$ cat src/rtl/blkmove_pkg.sv
package blkmove_pkg;

  typedef enum logic {
    BM_COPY = 1'b0,
    BM_FILL = 1'b1
  } bm_mode_e;

  typedef enum logic [2:0] {
    ST_IDLE,
    ST_RD_REQ,
    ST_RD_WAIT,
    ST_WRITE,
    ST_DONE
  } bm_state_e;

endpackage

$ cat src/rtl/blkmove_fsm.sv
module blkmove_fsm
  import blkmove_pkg::*;
#(
  parameter int BEATS  = 4,
  localparam int BEAT_W = $clog2(BEATS)
) (
  input  logic              clk,
  input  logic              rst_n,
  input  logic              start_i,
  input  logic              mode_i,
  input  logic              req_ready_i,
  input  logic              rsp_valid_i,
  output logic              load_o,
  output logic              fill_o,
  output logic [BEAT_W-1:0] beat_o,
  output logic              req_valid_o,
  output logic              req_write_o,
  output logic              rsp_ready_o,
  output logic              slot_we_o,
  output logic              busy_o,
  output logic              done_o
);

  localparam logic [BEAT_W-1:0] LAST_BEAT = BEAT_W'(BEATS - 1);

  bm_state_e         state_q;
  bm_mode_e          mode_q;
  logic [BEAT_W-1:0] beat_q;

  always_ff @(posedge clk or negedge rst_n) begin
    if (!rst_n) begin
      state_q <= ST_IDLE;
      mode_q  <= BM_COPY;
      beat_q  <= '0;
    end else begin
      unique case (state_q)
        ST_IDLE: begin
          if (start_i) begin
            mode_q  <= bm_mode_e'(mode_i);
            beat_q  <= '0;
            state_q <= (bm_mode_e'(mode_i) == BM_FILL) ? ST_WRITE : ST_RD_REQ;
          end
        end
        ST_RD_REQ: begin
          if (req_ready_i) state_q <= ST_RD_WAIT;
        end
        ST_RD_WAIT: begin
          if (rsp_valid_i) begin
            if (beat_q == LAST_BEAT) begin
              beat_q  <= '0;
              state_q <= ST_WRITE;
            end else begin
              beat_q  <= beat_q + 1'b1;
              state_q <= ST_RD_REQ;
            end
          end
        end
        ST_WRITE: begin
          if (req_ready_i) begin
            if (beat_q == LAST_BEAT) begin
              beat_q  <= '0;
              state_q <= ST_DONE;
            end else begin
              beat_q <= beat_q + 1'b1;
            end
          end
        end
        ST_DONE: state_q <= ST_IDLE;
        default: state_q <= ST_IDLE;
      endcase
    end
  end

  assign load_o      = (state_q == ST_IDLE) && start_i;
  assign fill_o      = (mode_q == BM_FILL);
  assign beat_o      = beat_q;
  assign req_valid_o = (state_q == ST_RD_REQ) || (state_q == ST_WRITE);
  assign req_write_o = (state_q == ST_WRITE);
  assign rsp_ready_o = (state_q == ST_RD_WAIT);
  assign slot_we_o   = (state_q == ST_RD_WAIT) && rsp_valid_i;
  assign busy_o      = (state_q != ST_IDLE);
  assign done_o      = (state_q == ST_DONE);

endmodule

$ cat src/rtl/blkmove_agen.sv
module blkmove_agen #(
  parameter int ADDR_W      = 32,
  parameter int DATA_W      = 64,
  parameter int BLOCK_BYTES = 32,
  localparam int OFF_W  = $clog2(BLOCK_BYTES),
  localparam int BYTE_W = $clog2(DATA_W / 8),
  localparam int BEAT_W = OFF_W - BYTE_W
) (
  input  logic              clk,
  input  logic              rst_n,
  input  logic              load_i,
  input  logic [ADDR_W-1:0] dst_i,
  input  logic [ADDR_W-1:0] src_i,
  input  logic              is_read_i,
  input  logic [BEAT_W-1:0] beat_i,
  output logic [ADDR_W-1:0] addr_o
);

  logic [ADDR_W-OFF_W-1:0] dst_base_q;
  logic [ADDR_W-OFF_W-1:0] src_base_q;
  logic                    unused_low;

  assign unused_low = ^{dst_i[OFF_W-1:0], src_i[OFF_W-1:0]};

  always_ff @(posedge clk or negedge rst_n) begin
    if (!rst_n) begin
      dst_base_q <= '0;
      src_base_q <= '0;
    end else if (load_i) begin
      dst_base_q <= dst_i[ADDR_W-1:OFF_W];
      src_base_q <= src_i[ADDR_W-1:OFF_W];
    end
  end

  assign addr_o = {(is_read_i ? src_base_q : dst_base_q), beat_i, {BYTE_W{1'b0}}};

endmodule

$ cat src/rtl/blkmove_stage.sv
module blkmove_stage #(
  parameter int DATA_W = 64,
  parameter int BEATS  = 4,
  localparam int BEAT_W = $clog2(BEATS),
  localparam int HALF_W = DATA_W / 2
) (
  input  logic              clk,
  input  logic              rst_n,
  input  logic              load_i,
  input  logic [HALF_W-1:0] pat_hi_i,
  input  logic [HALF_W-1:0] pat_lo_i,
  input  logic              we_i,
  input  logic [BEAT_W-1:0] idx_i,
  input  logic [DATA_W-1:0] rdata_i,
  input  logic              fill_i,
  output logic [DATA_W-1:0] wdata_o
);

  logic [DATA_W-1:0] slot [BEATS];
  logic [DATA_W-1:0] pat_q;

  always_ff @(posedge clk or negedge rst_n) begin
    if (!rst_n)      pat_q <= '0;
    else if (load_i) pat_q <= {pat_hi_i, pat_lo_i};
  end

  for (genvar g = 0; g < BEATS; g++) begin : g_slot
    logic [DATA_W-1:0] q;
    always_ff @(posedge clk or negedge rst_n) begin
      if (!rst_n)                                q <= '0;
      else if (we_i && (idx_i == BEAT_W'(g)))    q <= rdata_i;
    end
    assign slot[g] = q;
  end

  assign wdata_o = fill_i ? pat_q : slot[idx_i];

endmodule

$ cat src/rtl/blkmove_engine.sv
module blkmove_engine #(
  parameter int ADDR_W      = 32,
  parameter int DATA_W      = 64,
  parameter int BLOCK_BYTES = 32,
  localparam int BEATS  = BLOCK_BYTES / (DATA_W / 8),
  localparam int BEAT_W = $clog2(BEATS),
  localparam int HALF_W = DATA_W / 2
) (
  input  logic              clk,
  input  logic              rst_n,
  input  logic              cmd_start,
  input  logic              cmd_mode,
  input  logic [ADDR_W-1:0] cmd_dst,
  input  logic [ADDR_W-1:0] cmd_src,
  input  logic [HALF_W-1:0] cmd_pat_hi,
  input  logic [HALF_W-1:0] cmd_pat_lo,
  output logic              busy,
  output logic              done,
  output logic              mem_req_valid,
  input  logic              mem_req_ready,
  output logic              mem_req_write,
  output logic [ADDR_W-1:0] mem_req_addr,
  output logic [DATA_W-1:0] mem_req_wdata,
  input  logic              mem_rsp_valid,
  output logic              mem_rsp_ready,
  input  logic [DATA_W-1:0] mem_rsp_rdata
);

  logic              load;
  logic              fill;
  logic [BEAT_W-1:0] beat;
  logic              slot_we;

  blkmove_fsm #(.BEATS(BEATS)) u_fsm (
    .clk         (clk),
    .rst_n       (rst_n),
    .start_i     (cmd_start),
    .mode_i      (cmd_mode),
    .req_ready_i (mem_req_ready),
    .rsp_valid_i (mem_rsp_valid),
    .load_o      (load),
    .fill_o      (fill),
    .beat_o      (beat),
    .req_valid_o (mem_req_valid),
    .req_write_o (mem_req_write),
    .rsp_ready_o (mem_rsp_ready),
    .slot_we_o   (slot_we),
    .busy_o      (busy),
    .done_o      (done)
  );

  blkmove_agen #(.ADDR_W(ADDR_W), .DATA_W(DATA_W), .BLOCK_BYTES(BLOCK_BYTES)) u_agen (
    .clk       (clk),
    .rst_n     (rst_n),
    .load_i    (load),
    .dst_i     (cmd_dst),
    .src_i     (cmd_src),
    .is_read_i (!mem_req_write),
    .beat_i    (beat),
    .addr_o    (mem_req_addr)
  );

  blkmove_stage #(.DATA_W(DATA_W), .BEATS(BEATS)) u_stage (
    .clk      (clk),
    .rst_n    (rst_n),
    .load_i   (load),
    .pat_hi_i (cmd_pat_hi),
    .pat_lo_i (cmd_pat_lo),
    .we_i     (slot_we),
    .idx_i    (beat),
    .rdata_i  (mem_rsp_rdata),
    .fill_i   (fill),
    .wdata_o  (mem_req_wdata)
  );

endmodule

$ cat config.mk
export PLATFORM = sky130hd
export DESIGN_NAME = blkmove_engine
export DESIGN_NICKNAME = d
export VERILOG_FILES = /design/src/rtl/blkmove_pkg.sv /design/src/rtl/blkmove_fsm.sv /design/src/rtl/blkmove_agen.sv /design/src/rtl/blkmove_stage.sv /design/src/rtl/blkmove_engine.sv
export SDC_FILE = /design/constraint.sdc
export NUM_CORES = 1
export LEC_CHECK = 0
export BUFFER_PORTS_ARGS = -buffer_cell sky130_fd_sc_hd__buf_2
export CAP_MARGIN = 20
export CORE_ASPECT_RATIO = 1.75
export CORE_UTILIZATION = 58
export CTS_BUF_LIST = sky130_fd_sc_hd__clkbuf_4
export DETAILED_ROUTE_END_ITERATION = 10
export PLACE_DENSITY = 0.83
export SLEW_MARGIN = 40
export SYNTH_ARGS = -nofsm -noshare
export SYNTH_HDL_FRONTEND = slang
export SYNTH_SLANG_ARGS = --single-unit
$ cat constraint.sdc
create_clock -name clk -period 2.69 [get_ports clk]
set_input_delay 0.269 -clock clk [delete_from_list [all_inputs] [get_ports clk]]
set_output_delay 0.269 -clock clk [all_outputs]
set_load 0.01 [all_outputs]
==> results.md <==
* Io pins at 299
* ANT nets after route at 0
* Setup WS pre-CTS at 0.638 ns
* Clk root buf: clkbuf_4
* Async set-reset flop share out of synthesis at 100%
* Post-synth EDFFs at 0
* Post-synthesis compound-gate area fraction at 8.30%
* Max cap viols at 0
* Slowest stage delay, CP at 0.57 ns
* Floorplan row count at 82
* Initial core utilization at 59.2%
* Syn_area_per_cell at 13.0 um2
* Kind of critical path: register to output pin
* Final-report setup violation count at 3
* Synth-to-Final Area Change at 30.5%
* Clock skew at 0.0478 ns
* Placed cell count at 1910
* Worst path top cell family by delay: buffers and inverters
* Pleak at 10.2 nW
* Crit-path cells: buf_4 > buf_8 > nor2b_1 > a211oi_1 > a221oi_1 > buf_2
* Skew-Pair Late Insertion Delay at 0.77 ns
* Largest family of logic cells by synthesized area: multiplexers
* Clk buf depth at 3
* Largest net degree at the start of global routing at 113
* Cell Pwr Density at 1200 nW/um2
* Ys Warns at 0
* Vias per inst at 6.01
* Mux share of post-synthesis cell area at 26.3%
* Tmin final at 2.70 ns
* Outcome: finished with violations
* Non-Filler Instances at 2240
* RSZ-0062 raised after global routing: true
* CP max stage cell: dfrtp_4
* Cts bufs inserted at 85
* Buf/Inv on CP at 3
* DR iter-0 viols at 851
* Slew margin rel. at 50.0%
* Final hold vios at 0
* Global-route wire length before repair at 77700 um
* CP Capture Type: output pin
* Die ar. at 30000 um2
* Port Buf Inserts at 285
* Critical path startpoint: u_fsm.beat_o[1]
* Worst endpoint required time at 2.42 ns
* Critical Path Fanout Max at 22
* DRT Wirelength at 50500 um
* H-tree Lvls at 3
* HPWL Detailed at 25100 um
* Share of cells above drive strength 1 at 44.2%
* Hold_ws at 0.0711 ns
* TritonCTS clock tree: done
* Final worst-path setup slack at -0.0108 ns
* Iteration count of the initial detailed-routing pass at 6
* Post-synthesis adder-cell area fraction at 0.294%
* Gate Count Post-Synth at 1305
* Startpoint Class: register
* Worst R2R Start: u_fsm.beat_o[1]
* Final Slew Violations at 0
* Placer Congestion at 0.807
* XOR/XNOR Fraction of Synth Area at 0%
* All-Layer GR Usage at 33.3%
* Synthesized flop and latch total at 380
* Main flop type after synthesis: dfrtp_1
* Fmax at 0.370 GHz
* Drt wl/cell at 22.5 um
* Arr. time, crit path at 2.43 ns
* Number of global-route vias before repair at 14.8k
* Post-synthesis simple-gate area fraction at 4.86%
* Initial antenna violation count at 3
* Max VDD drop at 737 uV
* Nets at 2011
* Final cycle utilization of the critical path at 100%
* Worst-Margin Slew at 0.751 ns
* Vias at 13.5k
* Die X-Extent at 131 um
* Post-Synthesis Cell Area at 17000 um2
* Hold Path Origin: mem_rsp_valid
* Most frequent cells in the layout: dfrtp_1, mux2_2, buf_2, dlygate4sd3_1, clkbuf_4
* Remaining DRCs at 0
* CTS sink count at 380
* # fillers at 1544
* Hold/Removal Path Class: primary input to register
* Failing checks: setup timing
* Most common cell after layout, fill and taps aside: dfrtp_1
* Gr ovfl total at 0
* Die Y at 228 um
* Sequential-to-total area share from yosys stat at 55.9%
* Distinct cells, synth at 32
* Reg clk slew, reported paths at 0.06 ns
* Core area at 28700 um2
==> report_power, final <==
part,switching [mW],internal (mW)
clock,2.27,2.16
sequential,1.61,8.53
combinational,6.30,5.76
total,10.2,16.4
==> metal layers <==
metal  global-route usage [%]  up-vias  share of wire [%]
met5                        0        -              0.042
met4                     24.3        4                6.2
met3                     6.63      232                6.0
met2                     57.7      708                 53
met1                     35.9     6803                 35
li1                         -     5706                  -
==> cells in the mapped netlist, drive strengths merged, types with 2 or more instances <==
cell / count / area, um2
a21oi: 5 / 25.0
ha: 4 / 50.1
a221oi: 64 / 561
clkbuf: 32 / 120
nand2b: 4 / 32.5
nand2: 70 / 270
mux2i: 64 / 641
nor2: 6 / 22.5
buf: 61 / 357
and2: 2 / 12.5
o21ai: 65 / 325
inv: 68 / 255
nor3: 2 / 21.3
a211oi: 64 / 480
mux2: 340 / 3830
nor2b: 66 / 413
dfrtp: 380 / 9510
==> path summary, 6_finish.rpt <==
kind                       cells past startpoint  slack [ns]                       to
setup / recovery                               6       -0.01        mem_req_wdata[32]
min in group asynchronous                      2        0.09     u_agen.dst_base_q[9]
setup reg to reg                               7        0.23  u_stage.g_slot[3].q[39]
hold / removal                                 3        0.07         u_fsm.state_q[1]
max in group asynchronous                      4        1.64        u_stage.pat_q[20]
hold reg to reg                                1        0.49   u_stage.g_slot[3].q[0]
==> logic make-up (layout without fill, tap and decap cells) <==
logic type               after synthesis  count (layout)
other                                  1               6
flip-flops                           380             380
multiplexers                         404             404
AO/OA/AOI/OAI                        200             200
adder cells (fa/ha/maj)                4               4
buffers and inverters                161             713
AND/OR/NAND/NOR                      155             155
==> what timing repair did <==
item	CTS	global route
setup buffers	1	1
gates resized for setup	17	52
hold buffers	186	0
setup endpoints to repair	76	86
hold endpoints to repair	640	0
pin swaps	0	2
gates cloned	2	0
==> metrics by stage <==
stage / utilization, % / area, um2 / power (mW) / TNS (ns)
finish: 77.2 / 22200 / 26.6 / -0.0258
global route: 77.2 / 22200 / 27.9 / -1.68
CTS: 76.3 / 21900 / 25.3 / -0.218
detailed placement: 65.8 / 18900 / 20.4 / 0
global placement: 65.8 / 18900 / 19.8 / 0
floorplan: - / 17000 / 16.8 / 0
==> flip-flops by register name, indices dropped and copies added (netlist names) <==
| signal | flops |
|---|---|
| u_stage.pat_q | 64 |
| u_stage.g_slot.q | 256 |
| u_agen.src_base_q | 27 |
| u_fsm.state_q | 3 |
| u_fsm.fill_o | 1 |
| u_agen.dst_base_q | 27 |
| u_fsm.beat_o | 2 |
==> area by class of cell <==
type                       count  area, um2  share of cell area [%]
clock buffer                 122        916                    4.13
timing repair buffer         508       3870                    17.5
clock inverter                15       85.1                   0.384
multi-input combinational    766       7060                    31.8
antenna                        3       7.51                  0.0338
inverter                      68        255                    1.15
tap                          378        473                    2.13
sequential                   380       9520                    42.9
==> tightest hold or removal path: stages <==
cell      delay [ns]
buf_2           0.11
nand2b_1        0.19
a32o_1          0.22
No activity file was read; power rests on OpenSTA's default activity.
